File: src/rtl/meta_addr_pkg.sv
// Shared constants and kind codes for the metadata address generator.
// Assumes two-bit kind codes; value 3 is not a valid kind.
package meta_addr_pkg;
    localparam int N_LANES = 4;      // x, y, z, constant-zero lane

    typedef enum logic [1:0] {
        KIND_CCOMP = 2'd0,
        KIND_DTILE = 2'd1,
        KIND_CMASK = 2'd2,
        KIND_BAD   = 2'd3
    } meta_kind_e;

    localparam int OFS_CCOMP = 8;
    localparam int OFS_DTILE = 4;
    localparam int OFS_CMASK = 7;
endpackage

File: src/rtl/meta_eq_parity.sv
// Evaluates the masked-parity equation: every output bit is the parity of
// the coordinate bits its four lane masks select. Lane 3 carries zero.
// Assumes mask width equals coordinate width. Purely combinational.
module meta_eq_parity
    import meta_addr_pkg::*;
#(
    parameter int COORD_W = 16,
    parameter int EQ_BITS = 16,
    localparam int EQ_W   = EQ_BITS * N_LANES * COORD_W
) (
    input  logic [EQ_W-1:0]    eq_masks,
    input  logic [COORD_W-1:0] x,
    input  logic [COORD_W-1:0] y,
    input  logic [COORD_W-1:0] z,
    output logic [EQ_BITS-1:0] eq_val
);
    logic [COORD_W-1:0] lane [N_LANES];
    logic [N_LANES-1:0] lane_par [EQ_BITS];

    assign lane[0] = x;
    assign lane[1] = y;
    assign lane[2] = z;
    assign lane[3] = '0;

    for (genvar i = 0; i < EQ_BITS; i++) begin : g_bit
        for (genvar c = 0; c < N_LANES; c++) begin : g_lane
            // parity of one lane under its mask
            assign lane_par[i][c] = ^(lane[c] & eq_masks[(i*N_LANES+c)*COORD_W +: COORD_W]);
        end
        // fold the lane parities into the equation bit
        assign eq_val[i] = ^lane_par[i];
    end
endmodule

File: src/rtl/meta_blk_sizer.sv
// Derives the in-block size exponent from the kind code and block shape,
// and flags an invalid kind or an exponent outside 0..EQ_BITS-1.
// Assumes log2 inputs are small unsigned values. Combinational.
module meta_blk_sizer
    import meta_addr_pkg::*;
#(
    parameter int EQ_BITS = 16,
    parameter int LOG_W   = 5
) (
    input  logic [1:0]       mode,
    input  logic [LOG_W-1:0] w_log2,
    input  logic [LOG_W-1:0] h_log2,
    input  logic [LOG_W-1:0] elem_log2,
    output logic [LOG_W-1:0] blk_log2,
    output logic             err,
    output logic             is_cmask
);
    int sum;

    // select the per-kind formula and range-check the result
    always_comb begin
        sum      = int'(w_log2) + int'(h_log2);
        is_cmask = 1'b0;
        err      = 1'b0;
        case (meta_kind_e'(mode))
            KIND_CCOMP: sum = sum + int'(elem_log2) - OFS_CCOMP;
            KIND_DTILE: sum = sum - OFS_DTILE;
            KIND_CMASK: begin
                sum      = sum - OFS_CMASK;
                is_cmask = 1'b1;
            end
            default:    err = 1'b1;
        endcase
        if (sum < 0 || sum > EQ_BITS - 1) err = 1'b1;
        blk_log2 = err ? '0 : LOG_W'(sum);
    end
endmodule

File: src/rtl/meta_lin_offset.sv
// Computes the linear block index inside a slice and the slice byte offset.
// Assumes power-of-two block sides given as log2; results wrap at ADDR_W.
module meta_lin_offset #(
    parameter int COORD_W = 16,
    parameter int ADDR_W  = 32,
    parameter int LOG_W   = 5
) (
    input  logic [COORD_W-1:0] x,
    input  logic [COORD_W-1:0] y,
    input  logic [COORD_W-1:0] z,
    input  logic [COORD_W-1:0] pitch,
    input  logic [ADDR_W-1:0]  slice_size,
    input  logic [LOG_W-1:0]   w_log2,
    input  logic [LOG_W-1:0]   h_log2,
    output logic [ADDR_W-1:0]  blk_idx,
    output logic [ADDR_W-1:0]  slice_off
);
    logic [COORD_W-1:0] xb, yb, pb;

    // coordinates and pitch in block units
    always_comb begin
        xb = x >> w_log2;
        yb = y >> h_log2;
        pb = pitch >> w_log2;
    end

    // row-major block index and slice base
    always_comb begin
        blk_idx   = ADDR_W'(yb) * ADDR_W'(pb) + ADDR_W'(xb);
        slice_off = slice_size * ADDR_W'(z);
    end
endmodule

File: src/rtl/meta_addr_gen.sv
// Top of the metadata address generator. Stage 1 registers the equation
// value, size exponent, block index, slice offset and clipped pipe term.
// Stage 2 sums them into the address. Latency is two cycles, one request
// per cycle. Assumes EQ_BITS <= ADDR_W and EQ_BITS <= 2**LOG_W.
module meta_addr_gen
    import meta_addr_pkg::*;
#(
    parameter int COORD_W = 16,
    parameter int EQ_BITS = 16,
    parameter int ADDR_W  = 32,
    parameter int LOG_W   = 5,
    parameter int PIPE_W  = 8,
    parameter int NPIPE_W = 4,
    parameter int ILV_W   = 2,
    localparam int EQ_W   = EQ_BITS * N_LANES * COORD_W,
    localparam int ILV_BASE = 8
) (
    input  logic               clk,
    input  logic               rst_n,
    input  logic               in_valid,
    input  logic [1:0]         in_mode,
    input  logic [EQ_W-1:0]    in_eq,
    input  logic [LOG_W-1:0]   in_blk_w_log2,
    input  logic [LOG_W-1:0]   in_blk_h_log2,
    input  logic [LOG_W-1:0]   in_elem_log2,
    input  logic [COORD_W-1:0] in_pitch,
    input  logic [ADDR_W-1:0]  in_slice_size,
    input  logic [COORD_W-1:0] in_x,
    input  logic [COORD_W-1:0] in_y,
    input  logic [COORD_W-1:0] in_z,
    input  logic [PIPE_W-1:0]  in_pipe_xor,
    input  logic [NPIPE_W-1:0] in_pipe_log2,
    input  logic [ILV_W-1:0]   in_ilv,
    output logic               out_valid,
    output logic [ADDR_W-1:0]  out_addr,
    output logic [2:0]         out_bit_pos,
    output logic               out_err
);
    logic [EQ_BITS-1:0] eq_raw, eq_keep;
    logic [LOG_W-1:0]   blk_log2;
    logic               blk_err, is_cmask;
    logic [ADDR_W-1:0]  blk_idx, slice_off, pipe_term;

    logic               s1_vld, s1_err, s1_cmask;
    logic [EQ_BITS-1:0] s1_eq;
    logic [LOG_W-1:0]   s1_blk;
    logic [ADDR_W-1:0]  s1_idx, s1_slice, s1_pt;

    meta_eq_parity #(.COORD_W(COORD_W), .EQ_BITS(EQ_BITS)) eq_i (
        .eq_masks(in_eq), .x(in_x), .y(in_y), .z(in_z), .eq_val(eq_raw)
    );

    meta_blk_sizer #(.EQ_BITS(EQ_BITS), .LOG_W(LOG_W)) sz_i (
        .mode(in_mode), .w_log2(in_blk_w_log2), .h_log2(in_blk_h_log2),
        .elem_log2(in_elem_log2), .blk_log2(blk_log2), .err(blk_err),
        .is_cmask(is_cmask)
    );

    meta_lin_offset #(.COORD_W(COORD_W), .ADDR_W(ADDR_W), .LOG_W(LOG_W)) lin_i (
        .x(in_x), .y(in_y), .z(in_z), .pitch(in_pitch),
        .slice_size(in_slice_size), .w_log2(in_blk_w_log2),
        .h_log2(in_blk_h_log2), .blk_idx(blk_idx), .slice_off(slice_off)
    );

    // keep equation bits 0..blk_log2 only
    always_comb begin
        for (int i = 0; i < EQ_BITS; i++) begin
            eq_keep[i] = eq_raw[i] && (i <= int'(blk_log2));
        end
    end

    // pipe-select term limited by pipe count and clipped to the block
    always_comb begin
        pipe_term = ADDR_W'(in_pipe_xor) & ((ADDR_W'(1) << in_pipe_log2) - ADDR_W'(1));
        pipe_term = pipe_term << (ILV_BASE + int'(in_ilv));
        pipe_term = pipe_term & ((ADDR_W'(1) << blk_log2) - ADDR_W'(1));
    end

    // stage 1: capture the partial results of an accepted request
    always_ff @(posedge clk) begin
        if (!rst_n) begin
            s1_vld   <= 1'b0;
            s1_err   <= 1'b0;
            s1_cmask <= 1'b0;
            s1_eq    <= '0;
            s1_blk   <= '0;
            s1_idx   <= '0;
            s1_slice <= '0;
            s1_pt    <= '0;
        end else begin
            s1_vld <= in_valid;
            if (in_valid) begin
                s1_err   <= blk_err;
                s1_cmask <= is_cmask;
                s1_eq    <= eq_keep;
                s1_blk   <= blk_log2;
                s1_idx   <= blk_idx;
                s1_slice <= slice_off;
                s1_pt    <= pipe_term;
            end
        end
    end

    // stage 2: combine the parts into the final address and nibble position
    always_ff @(posedge clk) begin
        if (!rst_n) begin
            out_valid   <= 1'b0;
            out_err     <= 1'b0;
            out_addr    <= '0;
            out_bit_pos <= '0;
        end else begin
            out_valid <= s1_vld;
            out_err   <= s1_err;
            if (s1_err) begin
                out_addr    <= '0;
                out_bit_pos <= '0;
            end else begin
                out_addr    <= s1_slice + (s1_idx << s1_blk)
                             + (ADDR_W'(s1_eq >> 1) ^ s1_pt);
                out_bit_pos <= s1_cmask ? {s1_eq[0], 2'b00} : 3'd0;
            end
        end
    end

    // an accepted request reaches stage 1 on the next edge
    p_accept_r10: assert property (@(posedge clk) disable iff (!rst_n)
        in_valid |=> s1_vld);
    // stage 1 always hands over to the output one edge later
    p_advance_r10: assert property (@(posedge clk) disable iff (!rst_n)
        s1_vld |=> out_valid);
    // no output strobe without a request in stage 1
    p_no_spurious_r10: assert property (@(posedge clk) disable iff (!rst_n)
        !s1_vld |=> !out_valid);
    // a valid exponent stays within the equation length
    p_blk_range_r9: assert property (@(posedge clk) disable iff (!rst_n)
        (s1_vld && !s1_err) |-> (int'(s1_blk) < EQ_BITS));
    // no equation bit above the exponent survives stage 1
    p_eq_trunc_r2: assert property (@(posedge clk) disable iff (!rst_n)
        s1_vld |-> (((ADDR_W'(s1_eq) >> s1_blk) >> 1) == '0));
    // the pipe term never reaches past the block size
    p_pipe_clip_r5: assert property (@(posedge clk) disable iff (!rst_n)
        s1_vld |-> ((s1_pt >> s1_blk) == '0));
    // the nibble position is always a multiple of four
    p_bitpos_form_r7: assert property (@(posedge clk) disable iff (!rst_n)
        out_valid |-> (out_bit_pos[1:0] == 2'b00));
    // an error result carries no address
    p_err_quiet_r8: assert property (@(posedge clk) disable iff (!rst_n)
        (out_valid && out_err) |-> (out_addr == '0 && out_bit_pos == 3'd0));
endmodule

File: config.mk
export PLATFORM = sky130hd
export DESIGN_NAME = meta_addr_gen
export DESIGN_NICKNAME = d
export VERILOG_FILES = /design/src/rtl/meta_addr_pkg.sv /design/src/rtl/meta_eq_parity.sv /design/src/rtl/meta_blk_sizer.sv /design/src/rtl/meta_lin_offset.sv /design/src/rtl/meta_addr_gen.sv
export SDC_FILE = /design/constraint.sdc
export NUM_CORES = 2
export LEC_CHECK = 0
export ABC_CLOCK_PERIOD_IN_PS = 10600
export BUFFER_PORTS_ARGS = -buffer_cell sky130_fd_sc_hd__buf_2
export CORE_AREA = 2 2 458 460
export CTS_BUF_LIST = sky130_fd_sc_hd__clkbuf_8
export DETAILED_ROUTE_END_ITERATION = 6
export DIE_AREA = 0 0 460 462
export PLACE_DENSITY_LB_ADDON = 0.3
export SLEW_MARGIN = 30
export SYNTH_ARGS = -nofsm -noshare
export SYNTH_HDL_FRONTEND = slang
export SYNTH_SLANG_ARGS = --single-unit
File: constraint.sdc
create_clock -name clk -period 10.6 [get_ports clk]
set_clock_uncertainty 0.05 [all_clocks]
set_input_delay 1.06 -clock clk [delete_from_list [all_inputs] [get_ports clk]]
set_output_delay 1.06 -clock clk [all_outputs]
set_load 0.01 [all_outputs]
# Yosys cells after proc, flatten, opt, wreduce, memory -nomap -nowiden
# Index checks and enable logic that the tools add are counted.
[totals]
register_bits = 157
input_bits = 1154
[op_classes]
addsub = 11
multipliers = 2
n_lt_le_gt_ge = 17
n_eq_ne = 2
shifts = 7
mux = 5
n_bitwise = 53
reduce_logical = 84
[ops]
columns = ["cell", "count"]
rows = [
  ["$and A16 B16 Y16", 48],
  ["$reduce_xor A16 Y1", 48],
  ["$pmux W32 S3", 1],
  ["$add A32 B32 Y32", 2],
  ["$reduce_xor A4 Y1", 16],
  ["$shl A32 B5 Y32", 2],
  ["$sub A32 B1 Y32 const B", 2],
  ["$sub A32 B4 Y32 const B", 2],
  ["$shr A16 B5 Y16", 3],
  ["$le A4 B5 Y1 const A", 8],
  ["$add A32 B16 Y32", 1],
  ["$add A32 B6 Y32", 1],
  ["$and A32 B32 Y32", 1],
  ["$and A8 B32 Y32", 1],
  ["$gt A32 B5 Y1 const B", 1],
  ["$lt A32 B1 Y1 const B", 1],
  ["$mul A16 B16 Y32", 1],
  ["$mul A32 B16 Y32", 1],
  ["$shl A1 B4 Y32 const A", 1],
  ["$shl A1 B5 Y32 const A", 1],
  ["$sub A32 B5 Y32 const B", 1],
  ["$xor A15 B32 Y32", 1],
  ["$le A3 B5 Y1 const A", 4],
  ["$logic_and A1 B1 Y1", 15],
  ["13 further kinds", 18],
]

# Longest topological paths before layout
[depth]
ltp_word = 11
depth_mapped = 32
ltp_nobuf = 29

# Modules after synthesis
# A second synthesis with hierarchy kept.
[hier_totals]
hier_cells = 5378
area_unflattened_um2 = 42564.6
[by_module_without_submodules]
columns = ["mod", "n_inst", "cells_per_inst", "area_per_inst_um2", "seq_area_each_um2"]
rows = [
  ["meta_lin_offset", 1, 2643, 22063.7, 0.0],
  ["meta_eq_parity", 1, 1600, 10421.2, 0.0],
  ["meta_addr_gen", 1, 1020, 9206.3, 2682.6],
  ["meta_blk_sizer", 1, 115, 873.3, 0.0],
]

# Least setup slack after synthesis
# No wires, ideal clock.
[synth_timing]
path_kind = "input-to-reg"
startpoint = "input port in_blk_w_log2[0]"
endpoint = "register s1_idx[30]"
arrival_ns = 7.902
setup_slack_ns = 2.514
stages = 29
n_path_buf = 3
cell_sequence = "buf_2 > buf_4 > nand2b_1 > mux2i_1 > a21oi_1 > a211oi_1 > clkbuf_1 > nand2_1 > fa_1 > inv_1 > fa_1 > inv_1 > fa_1 > inv_1 > fa_1 > inv_1 > fa_1 > inv_1 > fa_1 > ha_1 > a21o_1 > a2bb2oi_1 > o31ai_2 > a41oi_2 > o21ai_1 > a221o_2 > a21oi_2 > nand4_1 > nor3b_2"
[synth_between]
elab_chain_cells = 3
elab_cells_between_ends = 4
classes_between = "add/sub (1); mul (1); shift (2)"
[synth_rtl]
columns = ["element", "line", "rtl"]
rows = [
  ["start, declared", "meta_addr_gen.sv:23", "input logic [LOG_W-1:0] in_blk_w_log2,"],
  ["$shr A16 B5 Y16", "meta_lin_offset.sv:24", "pb = pitch >> w_log2;"],
  ["$mul A16 B16 Y32", "meta_lin_offset.sv:29", "blk_idx = ADDR_W'(yb) * ADDR_W'(pb) + ADDR_W'(xb);"],
  ["$add A32 B16 Y32 (*)", "meta_lin_offset.sv:29", ""],
  ["end signal, assigned", "meta_addr_gen.sv:97", "s1_idx <= blk_idx;"],
  ["end, declared", "meta_addr_gen.sv:47", "logic [ADDR_W-1:0] s1_idx, s1_slice, s1_pt;"],
]
# Mark *: on every way between the ends. The rest lies on a longest branch, timed or not.
# A chain may end at the register's enable or synchronous reset.

# Worst setup path after layout
# Same ends and word-level chain as after synthesis.

==> flow_summary.toml <==
[worst_setup_path]
cp.required_ns = 10.91
cp-end-kind = "register"
rrSetupSlack_ns = 5.18
worstSetupPathType = "input port to register"
endpoint = "s1_idx[30]"
max_stage_delay_ns = 0.75
worstSetupStartpointType = "input port"
r2r.worst_path.cells = 18
slowest_stage = "nand2b_1"
cp_data_arrival_time_ns = 9.35
crit_path_start = "in_blk_w_log2[0]"
path_common_cell = "fa_1"
r2r_start = "s1_blk[1]"
rr_endpoint = "out_addr[30]"
cp_max_fo = 19

[floorplan]
die-area_um2 = 213000
core.rowCount = 168
start_util_pct = 19.5
io_pins = 1191
core_area_um2 = 208000
die_h_um = 462
die-width_um = 460

[finish]
drive_above_1_share_pct = 19.3
nets = 7940
stdcell_count = 8824
postLayoutCellArea_um2 = 49200
synthToLayoutAreaGrowth_pct = 21.0

[yosys]
ys_ff_latch = 134
synthArstFlopShare_pct = 0
synth_area_leader_cell = "fa_1"
synth_compound_gate_area_share_pct = 7.17
synthCells = 5236
synth_xor_area_share_pct = 18.7
synth_ff_type = "dfxtp_1"
syn_area_um2 = 40600
synth_area_per_cell_um2 = 7.76
synth_mux_area_share_pct = 4.59
synth_top_family_by_area = "adder cells"
synthAdderAreaFrac_pct = 33.6
synth_edf_count = 0
synth_area_leaders = "fa_1 26%, xnor2_1 14%, nand2_1 12%"
synth_cell_types = 91
synth_common_cells = "1,341 x nand2_1, 650 x xnor2_1, 614 x inv_1"
yosysMostFrequentCell = "nand2_1"
yosysTopAreaCellShare_pct = 26.4
yosys_warnings = 0
yosys.area_share.simple_pct = 20.9
seq_area_frac_synth_pct = 6.60

[clock_network]
clockBufferDepth = 2
cts_tree = "yes"
postCtsSetupRepairBufs = 0
postCtsResizedCells = 0
path_clk_slew_ns = 0.07
cts_buffers = 17
clk_latency_ns = 0.49
postCtsHoldBufs = 0
clock_sinks = 134
clockRootBuffer = "clkbuf_8"
h-tree-depth = 4

[grt]
grt_overflow = 0
grt_max_degree = 62
first_global_vias = 40204
grt_usage_pct = 22.6
antenna_found_initial = 108
grt_pass1_wl_um = 328000

[routing]
drt-total-wl_um = 246000
ant_nets = 0
vias_per_cell = 4.46
drt_iter0_drc = 3078
post_drt_wl_per_cell_um = 27.9
drc = 0
vias = 39349
drtPass1Iterations = 5

[placed_design]
globalplace.congestion = 0.943
dp_hpwl_um = 207000
placed_cell_area_um2 = 48600
port_buffers = 931
placed_cells = 8716

[timing]
max_slew_margin_pct = 28.1
slew_violations = 0
final_hold_viol_count = 0
tightest_slew_ns = 1.08
rsz0062_at_grt = "no"
max_freq_mhz = 111
fin_setup_tns_ns = 0
fin_crit_ns = 9.04
finalSetupViolations = 0
min_period_over_period_pct = 85.2

[power_and_ir_drop]
p_per_area_nw_per_um2 = 209
irDropWorstVdd_mv = 0.439
leakagePower_nw = 22.5
p_total_mw = 10.3

[min_path]
min_path_type = "register to register"

[job]
cap_violations = 0

[outcome]
status = "finished, final reports clean"
==> through the flow <==
step                utilization [%]  worst slack (ns)  hold WS, ns
finish                         23.6              1.56        0.413
global route                   23.6              1.22        0.439
CTS                            23.5              1.60        0.419
detailed placement             23.3              1.08        0.400
global placement               23.3              1.17        0.385
floorplan                         -              2.51        0.362
==> cells by family (layout without fill, tap and decap cells) <==
group / after synthesis / in the layout
AOI/OAI and AO/OA: 443 / 443
xor gates and xnor gates: 866 / 866
adders and majority gates: 771 / 771
buffers and inverters: 896 / 1687
DFF: 134 / 134
muxes: 164 / 164
other: 1 / 78
and+or+nand+nor: 1961 / 1961
==> critical path, delay by kind of cell <==
family          cells  cell delay (ns)
compound gates      7             1.99
fa+ha+maj           7             3.29
buf+inv             6             1.16
mux                 2             0.44
simple gates        5             1.35
==> where the power goes <==
| part | total, mW | internal, mW | switching (mW) |
|---|---|---|---|
| registers | 0.658 | 0.602 | 0.0565 |
| logic | 9.15 | 3.71 | 5.44 |
| clock network | 0.463 | 0.240 | 0.223 |
==> registers in the layout (all words and copies together) (netlist names) <==
name and cells:
s1_pt 11, s1_blk 5, out_bit_pos 1, out_err 1
s1_slice 32, s1_eq 16, s1_idx 32, s1_err 1
out_addr 32, s1_vld 1, out_valid 1, s1_cmask 1
==> worst min-delay path by stage <==
stage	start	end	slack, ns	cells after the start
floorplan	s1_vld	out_valid	0.36	1
global placement	s1_vld	out_valid	0.39	1
detailed placement	s1_eq[0]	s1_eq[0]	0.40	2
CTS	s1_blk[1]	s1_blk[1]	0.42	2
global route	s1_vld	out_valid	0.44	1
finish	s1_blk[1]	s1_blk[1]	0.41	2
==> placed cells by master, fill, tap and decap left out, types with 6 or more instances in the layout <==
cell,instances
a21boi_0,6
a31oi_1,11
or3_1,9
nand2b_1,24
and2_1,197
o31ai_1,11
nand3_1,22
nor2_1,176
o211ai_1,9
nor2b_1,76
mux2_2,19
xnor2_1,640
xor2_1,215
buf_4,119
nand2_1,1341
dfxtp_1,134
a211oi_1,39
o21a_1,22
ha_1,235
o21ai_0,99
o211a_1,7
nand4_1,9
nor3b_1,6
o22ai_1,7
a21oi_1,123
inv_1,615
or2_2,12
xnor2_2,10
mux2i_1,129
buf_2,918
fa_1,536
clkbuf_8,18
mux4_2,16
a32o_1,8
nor3_1,48
and3_1,12
diode_2,76
a21o_1,34
==> area by class of cell <==
cell class	count	area [um2]
fillers	23454	159000
well taps	2720	3400
flip-flops and latches	134	2680
clock buffers	18	248
diodes	76	190
multi-input cells	4207	34700
repair buffers	1038	5520
clock inverters	14	176
inverters	617	2320
==> per-layer routing <==
metal / track usage [%] / vias up / wire [um]
li1: - / 17757 / -
met5: 0 / - / 125
met2: 38.0 / 1822 / 117000
met1: 27.9 / 19382 / 99600
met3: 3.76 / 368 / 16200
met4: 10.9 / 20 / 12600
No activity file was read; power rests on OpenSTA's default activity.
